$ cat config.mk
export PLATFORM = sky130hd
export DESIGN_NAME = irq_ctrl
export DESIGN_NICKNAME = d
export VERILOG_FILES = /design/src/rtl/irqc_pkg.sv /design/src/rtl/irqc_sync_capture.sv /design/src/rtl/irqc_regfile.sv /design/src/rtl/irqc_prio_enc.sv /design/src/rtl/irq_ctrl.sv
export SDC_FILE = /design/constraint.sdc
export NUM_CORES = 1
export LEC_CHECK = 0
export BUFFER_PORTS_ARGS = -buffer_cell sky130_fd_sc_hd__buf_2
export CAP_MARGIN = 20
export CORE_MARGIN = 5
export CORE_UTILIZATION = 50
export CTS_CLUSTER_SIZE = 8
export DETAILED_ROUTE_END_ITERATION = 16
export PLACE_DENSITY = 0.83
export SYNTH_ARGS = -nofsm -noshare
export SYNTH_HDL_FRONTEND = slang
export SYNTH_SLANG_ARGS = --single-unit
$ cat constraint.sdc
create_clock -name clk -period 5.36 [get_ports clk]
set_input_delay 1.072 -clock clk [delete_from_list [all_inputs] [get_ports clk]]
set_output_delay 1.072 -clock clk [all_outputs]
set_load 0.02 [all_outputs]
$ cat src/rtl/irqc_pkg.sv
package irqc_pkg;
  localparam int unsigned WORD_LSB  = 2;
  localparam int unsigned SEL_W     = 3;
  localparam int unsigned MCTL_W    = 2;
  localparam int unsigned MCTL_OUT  = 0;
  localparam int unsigned MCTL_CAP  = 1;

  typedef enum logic [SEL_W-1:0] {
    SEL_STATUS = 3'd0,
    SEL_PEND   = 3'd1,
    SEL_ENABLE = 3'd2,
    SEL_ACK    = 3'd3,
    SEL_SETEN  = 3'd4,
    SEL_CLREN  = 3'd5,
    SEL_VEC    = 3'd6,
    SEL_MCTL   = 3'd7
  } reg_sel_e;
endpackage

$ cat src/rtl/irqc_sync_capture.sv
module irqc_sync_capture #(
  parameter int unsigned NUM_IN = 32,
  parameter logic [NUM_IN-1:0] EDGE_MASK = '0,
  parameter int unsigned SYNC_STAGES = 2
) (
  input  logic              clk,
  input  logic              rst,
  input  logic [NUM_IN-1:0] pin_i,
  output logic [NUM_IN-1:0] req_o
);
  logic [NUM_IN-1:0] stage_q [SYNC_STAGES];
  logic [NUM_IN-1:0] synced;

  always_ff @(posedge clk) begin
    if (rst) begin
      for (int k = 0; k < SYNC_STAGES; k++) stage_q[k] <= '0;
    end else begin
      stage_q[0] <= pin_i;
      for (int k = 1; k < SYNC_STAGES; k++) stage_q[k] <= stage_q[k-1];
    end
  end

  assign synced = stage_q[SYNC_STAGES-1];

  // per-input capture kind chosen at elaboration
  for (genvar g = 0; g < NUM_IN; g++) begin : g_kind
    if (EDGE_MASK[g]) begin : g_edge
      logic prev_q;
      always_ff @(posedge clk) begin
        if (rst) prev_q <= 1'b0;
        else     prev_q <= synced[g];
      end
      assign req_o[g] = synced[g] & ~prev_q;
    end else begin : g_level
      assign req_o[g] = synced[g];
    end
  end
endmodule

$ cat src/rtl/irqc_regfile.sv
module irqc_regfile
  import irqc_pkg::*;
#(
  parameter int unsigned NUM_IN = 32
) (
  input  logic              clk,
  input  logic              rst,
  input  logic              wr_en,
  input  reg_sel_e          wr_sel,
  input  logic [NUM_IN-1:0] wr_data,
  input  logic [MCTL_W-1:0] wr_mctl,
  input  logic [NUM_IN-1:0] cap_req,
  output logic [NUM_IN-1:0] status_o,
  output logic [NUM_IN-1:0] enable_o,
  output logic [MCTL_W-1:0] mctl_o
);
  logic [NUM_IN-1:0] status_q, status_nx;
  logic [NUM_IN-1:0] enable_q, enable_nx;
  logic [MCTL_W-1:0] mctl_q, mctl_nx;

  always_comb begin
    status_nx = status_q;
    enable_nx = enable_q;
    mctl_nx   = mctl_q;
    if (wr_en) begin
      unique case (wr_sel)
        SEL_STATUS: if (!mctl_q[MCTL_CAP]) status_nx = wr_data;
        SEL_ACK:    status_nx = status_q & ~wr_data;
        SEL_ENABLE: enable_nx = wr_data;
        SEL_SETEN:  enable_nx = enable_q | wr_data;
        SEL_CLREN:  enable_nx = enable_q & ~wr_data;
        SEL_MCTL:   mctl_nx   = wr_mctl;
        default: ;
      endcase
    end
    // capture after software effects, so a held level wins over an ack
    if (mctl_q[MCTL_CAP]) status_nx = status_nx | cap_req;
  end

  always_ff @(posedge clk) begin
    if (rst) begin
      status_q <= '0;
      enable_q <= '0;
      mctl_q   <= '0;
    end else begin
      status_q <= status_nx;
      enable_q <= enable_nx;
      mctl_q   <= mctl_nx;
    end
  end

  assign status_o = status_q;
  assign enable_o = enable_q;
  assign mctl_o   = mctl_q;
endmodule

$ cat src/rtl/irqc_prio_enc.sv
module irqc_prio_enc #(
  parameter int unsigned NUM_IN = 32,
  parameter int unsigned IDX_W  = $clog2(NUM_IN)
) (
  input  logic [NUM_IN-1:0] req_i,
  output logic              any_o,
  output logic [IDX_W-1:0]  idx_o
);
  always_comb begin
    idx_o = '0;
    for (int i = NUM_IN - 1; i >= 0; i--) begin
      if (req_i[i]) idx_o = IDX_W'(i);
    end
  end
  assign any_o = |req_i;
endmodule

$ cat src/rtl/irq_ctrl.sv
module irq_ctrl
  import irqc_pkg::*;
#(
  parameter int unsigned NUM_IN      = 32,
  parameter int unsigned DATA_W      = 32,
  parameter int unsigned ADDR_W      = 5,
  parameter int unsigned SYNC_STAGES = 2,
  parameter logic [NUM_IN-1:0] EDGE_MASK = '0
) (
  input  logic              clk,
  input  logic              rst,
  input  logic              bus_wr,
  input  logic [ADDR_W-1:0] bus_addr,
  input  logic [DATA_W-1:0] bus_wdata,
  output logic [DATA_W-1:0] bus_rdata,
  input  logic [NUM_IN-1:0] irq_in,
  output logic              irq_out
);
  localparam int unsigned IDX_W = $clog2(NUM_IN);

  logic              addr_ok;
  reg_sel_e          sel;
  logic [NUM_IN-1:0] cap_req, status_q, enable_q, pend_w;
  logic [MCTL_W-1:0] mctl_q;
  logic              pend_any;
  logic [IDX_W-1:0]  pend_idx;
  logic [DATA_W-1:0] vec_word;

  assign addr_ok = (bus_addr[WORD_LSB-1:0] == '0) &&
                   ((bus_addr >> (WORD_LSB + SEL_W)) == '0);
  assign sel     = reg_sel_e'(bus_addr[WORD_LSB+SEL_W-1:WORD_LSB]);

  irqc_sync_capture #(
    .NUM_IN(NUM_IN), .EDGE_MASK(EDGE_MASK), .SYNC_STAGES(SYNC_STAGES)
  ) cap_i (
    .clk(clk), .rst(rst), .pin_i(irq_in), .req_o(cap_req)
  );

  irqc_regfile #(.NUM_IN(NUM_IN)) regs_i (
    .clk(clk), .rst(rst),
    .wr_en(bus_wr && addr_ok), .wr_sel(sel),
    .wr_data(bus_wdata[NUM_IN-1:0]), .wr_mctl(bus_wdata[MCTL_W-1:0]),
    .cap_req(cap_req),
    .status_o(status_q), .enable_o(enable_q), .mctl_o(mctl_q)
  );

  assign pend_w = status_q & enable_q;

  irqc_prio_enc #(.NUM_IN(NUM_IN), .IDX_W(IDX_W)) enc_i (
    .req_i(pend_w), .any_o(pend_any), .idx_o(pend_idx)
  );

  assign vec_word = pend_any ? DATA_W'(pend_idx) : '1;
  assign irq_out  = mctl_q[MCTL_OUT] & pend_any;

  always_comb begin
    bus_rdata = '0;
    if (addr_ok) begin
      unique case (sel)
        SEL_STATUS: bus_rdata = DATA_W'(status_q);
        SEL_PEND:   bus_rdata = DATA_W'(pend_w);
        SEL_ENABLE: bus_rdata = DATA_W'(enable_q);
        SEL_VEC:    bus_rdata = vec_word;
        SEL_MCTL:   bus_rdata = DATA_W'(mctl_q);
        default:    bus_rdata = '0;
      endcase
    end
  end
endmodule

# Word-level counts from Yosys, hierarchy flattened
# Memory sizes are Yosys's and may differ from the RTL's.
# Cells that the tools add are included.
# W data, S select, Z words.
[totals] wordCells=72 ramBits=64 mem_count=1 ff_bits=66
[op_classes] reduce_logical=7 n_mux=45 n_eq_ne=7 n_bitwise=9
[mem_list] name="cap_i.stage_q" depth=2 word_bits=32 read_ports=2 rd_clocked_by_memory_dff=0 wr=2 line="irqc_sync_capture.sv:11" text="logic [NUM_IN-1:0] stage_q [SYNC_STAGES];"
[op_table] cell="$mux W32" n=7
[op_table] cell="$mux W5" n=32
[op_table] cell="$pmux W32 S5" n=1
[op_table] cell="$and A32 B32 Y32" n=3
[op_table] cell="$pmux W32 S3" n=1
[op_table] cell="$or A32 B32 Y32" n=2
[op_table] cell="$pmux W32 S2" n=1
[op_table] cell="$not A32 Y32" n=1
[op_table] cell="$reduce_or A32 Y1" n=1
[op_table] cell="$eq A3 B3 Y1 const B" n=4
[op_table] cell="$eq A3 B2 Y1 const B" n=2
[op_table] cell="$reduce_and A2 Y1" n=2
[op_table] cell="$eq A3 B1 Y1 const B" n=1
[op_table] cell="$logic_not A3 Y1" n=1
[op_table] cell="$mux W1" n=3
[op_table] cell="$reduce_bool A3 Y1" n=1
[op_table] cell="$logic_not A2 Y1" n=1
[op_table] cell="$or A1 B1 Y1" n=2
[op_table] cell="$and A1 B1 Y1" n=1
[op_table] cell="$logic_and A1 B1 Y1" n=1

# Depth between registers and ports, before layout
[depth] ltp_word=36 mapped_depth=8 mapped_depth_nobuf=6

# Cells and area by module
# From an unflattened synthesis, not the netlist that was laid out.
[hier_totals] cells_unflattened=782 hier_area_um2=7596.0
[modules_own_cells] module="irqc_regfile" n_inst=1 seq_area_each_um2=1321.3 area_each_um2=3590.9 cells_each=324
[modules_own_cells] module="irqc_sync_capture" n_inst=1 seq_area_each_um2=1281.2 area_each_um2=2158.3 cells_each=167
[modules_own_cells] module="irq_ctrl" n_inst=1 seq_area_each_um2=0.0 area_each_um2=1461.4 cells_each=226
[modules_own_cells] module="irqc_prio_enc" n_inst=1 seq_area_each_um2=0.0 area_each_um2=385.4 cells_each=65

# Least setup slack after synthesis
# No wires, ideal clock.
[synth_path] kind="input-to-output" start="input bus_addr[2]" end="output bus_rdata[11]" setup_slack_ns=1.708 path_stages=8 required_time_ns=4.288 arrival_ns=2.580 cell_sequence="buf_2 -> nor2b_2 -> and3_1 -> nand2_1 -> or3_4 -> nor2_8 -> buf_8 -> o21a_1"
[synth_via] elab_chain_cells=3 word_cells_on_any_way=7 classes_between="eq/ne (4); mux (2); reduce/logical (1)"
[synth_lines] item="start, declared" line="irq_ctrl.sv:13" text="input logic [ADDR_W-1:0] bus_addr,"
[synth_lines] item="$eq A3 B3 Y1, or another cell as far along" line="irq_ctrl.sv:59" text="unique case (sel)"
[synth_lines] item="$pmux W32 S5 *" line="irq_ctrl.sv:59"
[synth_lines] item="$mux W32 *" line="irq_ctrl.sv:58" text="if (addr_ok) begin"
[synth_lines] item="end, declared" line="irq_ctrl.sv:15" text="output logic [DATA_W-1:0] bus_rdata,"
# Mark *: on every way between the ends. The rest lies on a longest branch, timed or not.

# Final worst setup path
[layout_path] start="input bus_addr[3]" end="output bus_rdata[18]"
# Same word-level chain as after synthesis.

==> flow_metrics.env <==
export IMPL_wl_per_cell_um=16.1
export IMPL_cp_num_buf_inv=2
export IMPL_gp_congestion=0.878
export IMPL_max_stage_delay_ps=420
export IMPL_reg2reg_to="regs_i.status_o[21]"
export IMPL_rsz0062_at_grt="no"
export IMPL_synthesis_nets=887
export IMPL_vias=6177
export IMPL_fin_skew_ps=5.70
export IMPL_multi_input_area_um2=3450
export IMPL_remaining_drc_errors=0
export IMPL_detail_route_antenna_nets=0
export IMPL_die_area_um2=15000
export IMPL_synth_warnings=0
export IMPL_netlist_instances=815
export IMPL_finalHoldViolations=0
export IMPL_register_area_um2=2600
export IMPL_grt_total_usage_pct=23.2
export IMPL_synth_seq_cells=130
export IMPL_synth_edf_count=0
export IMPL_crit_chain="buf_2 -> nor2b_2 -> and3_1 -> nand2_1 -> or3_4 -> nor2_8 -> o21a_1 -> buf_2"
export IMPL_crit_slowest_cell="or3_4"
export IMPL_hpwl_mm=11.3
export IMPL_setup_viol=0
export IMPL_synthTopCellsByArea="dfxtp_1 (41%), nor2b_1 (9.5%), o21ai_0 (7.4%), nand2_1 (7.1%), a22oi_1 (5.3%)"
export IMPL_cts_buffer_depth=2
export IMPL_setup_slack_ps=1200
export IMPL_ys_seq_area_share_pct=41.1
export IMPL_path_delay_family="simple AND/OR/NAND/NOR gates"
export IMPL_drv_slew=0
export IMPL_clk_latency_ps=420
export IMPL_holdBufCountCts=0
export IMPL_period_minus_slack_ps=4160
export IMPL_place_ws_ps=1220
export IMPL_grt_pass1_vias=5529
export IMPL_syn_area_per_cell_um2=7.77
export IMPL_required_ps=4290
export IMPL_port_buffers=104
export IMPL_fmax_ghz=0.240
export IMPL_grt_overflow=0
export IMPL_fp_coreArea_um2=12500
export IMPL_hp_class="reg -> reg"
export IMPL_ir_drop_uv=309
export IMPL_yosysUniqueCellTypes=47
export IMPL_grt_max_degree=79
export IMPL_boundaryPins=105
export IMPL_critical_path_class="in -> out"
export IMPL_cts_tree="built"
export IMPL_netlist_area_um2=6330
export IMPL_holdPathEnd="cap_i.stage_q[0][42]"
export IMPL_maxCapViolCount=0
export IMPL_grt_pass1_wl_mm=27.8
export IMPL_rows=41
export IMPL_cpMostUsedCell="buf_2"
export IMPL_cts_sinks=130
export IMPL_timing_final_crit_share_pct=77.7
export IMPL_drt_initial_drc_count=588
export IMPL_leakagePower_uw=0.00304
export IMPL_fin_tns_setup_ps=0
export IMPL_die_w_um=123
export IMPL_cp_arrival_ps=3090
export IMPL_startpoint="bus_addr[3]"
export IMPL_cts_buffers=17
export IMPL_r2r_cells=5
export IMPL_drive_gt1_share_pct=17.4
export IMPL_synthFlopType="dfxtp_1"
export IMPL_path_clk_slew_ps=60
export IMPL_path_max_fanout=27
export IMPL_cts_root_buffer="clkbuf_16"
export IMPL_worstSetupStartpointType="primary input"
export IMPL_antenna_found_initial=1
export IMPL_status="finished clean"
export IMPL_min_path_cells=1
export IMPL_power_uw=2400
export IMPL_pwr_density_cell_nw_per_um2=316
export IMPL_area_delta_synth_final_pct=19.6
export IMPL_cts_repair_resized=0
export IMPL_rrSetupSlack_ps=3890
export IMPL_relSlewSlack_pct=43.1
export IMPL_initial_utilization_pct=50.6
export IMPL_finalNetCount=963
export IMPL_worst_pin_slew_ps=849
export IMPL_cts_setup_buffers=0
export IMPL_synthArstFlopShare_pct=0
export IMPL_htreeDepth=4
export IMPL_synth_top_area_share_pct=41.1
export IMPL_synth_top_cell_by_area="dfxtp_1"
export IMPL_routed_wl_mm=17.3
export IMPL_endpoint_kind="output pin"
export IMPL_r2r_start="regs_i.mctl_o[1]"
export IMPL_fillers=1137
export IMPL_die_h_um=123
export IMPL_viasPerCell=5.74
export IMPL_first_pass_iters=5
export IMPL_hp_start="cap_i.stage_q[0][10]"
metrics by stage:
stage	cell area (um^2)	utilization, %	instances	hold slack, ps
4_1_cts	7560	60.4	1075	426
3_3_place_gp	6920	55.3	1043	417
3_5_place_dp	6920	55.3	1043	422
2_1_floorplan	6330	-	815	414
5_1_grt	7570	60.5	1077	436
6_report	7570	60.5	1077	427
sequential cells by signal, indices dropped and copies added (netlist names):
signal,count
regs_i.status_o,32
regs_i.mctl_o,2
regs_i.enable_o,32
cap_i.stage_q,64
metal layers:
metal	share of wire (%)	track usage, %
met1	44	31.2
met2	47	37.0
met3	7.2	5.76
met4	2.1	7.00
met5	0	0
placed cells by master (no fill, tap or decap), types with 2 or more instances in the layout:
cell / n
a21o_1: 33
a21oi_1: 38
a221oi_1: 2
a222oi_1: 3
a22o_1: 2
a22oi_1: 45
a31oi_1: 35
a32o_1: 2
a32oi_1: 2
and2_1: 2
and3_1: 2
buf_2: 103
buf_4: 14
bufinv_16: 4
clkbuf_16: 17
clkbuf_8: 2
clkinv_4: 3
clkinvlp_4: 4
dfxtp_1: 130
inv_1: 7
nand2_1: 119
nand2b_1: 2
nand3_1: 7
nand4_1: 3
nor2_1: 70
nor2b_1: 95
nor2b_2: 2
o2111ai_1: 3
o211ai_1: 2
o21a_1: 28
o21ai_0: 93
o21ai_1: 7
o31ai_1: 2
how the worst max path moves through the flow:
stage	to	slack [ps]	cells past startpoint
after floorplan	bus_rdata[11]	1710	8
after CTS	bus_rdata[11]	1230	8
final	bus_rdata[18]	1200	8
after detailed placement	bus_rdata[11]	1220	8
after global routing	bus_rdata[27]	1100	8
after global placement	bus_rdata[27]	1290	8
cell families after synthesis:
group	count (synthesis)	synth area share [%]
simple gates	316	24.4
compound gates	301	30.0
flops	130	41.1
buf+inv	68	4.56
layout make-up:
cell class / instances / area share (%)
multi-input cells: 617 / 45.6
flip-flops and latches: 130 / 34.4
clock inverters: 12 / 2.40
repair buffers: 118 / 8.39
clock buffers: 20 / 6.03
diodes: 1 / 0.0330
well taps: 172 / 2.84
inverters: 7 / 0.347
synthesized netlist by cell type, types with 2 or more instances:
library cell,count
o211ai_1,2
o2111ai_1,3
clkbuf_1,49
o21a_1,28
a32oi_1,2
o21ai_1,7
nand4_1,3
nand2b_1,2
a21oi_1,38
a221oi_1,2
and3_1,2
nand2_1,119
dfxtp_1,130
nor2b_1,96
buf_2,9
o21ai_0,93
a222oi_1,3
a22o_1,2
nand3_1,7
buf_8,2
a32o_1,2
o31ai_1,2
inv_1,7
a21o_1,33
nor2_1,71
a31oi_1,35
and2_1,2
a22oi_1,45
report_power, final:
part	internal [uW]	leakage, uW	switching, uW
Combinational	59.3	0.00168	96.5
Clock	803	0.000298	430
Sequential	995	0.00106	12.3
No activity file was read; power rests on OpenSTA's default activity.
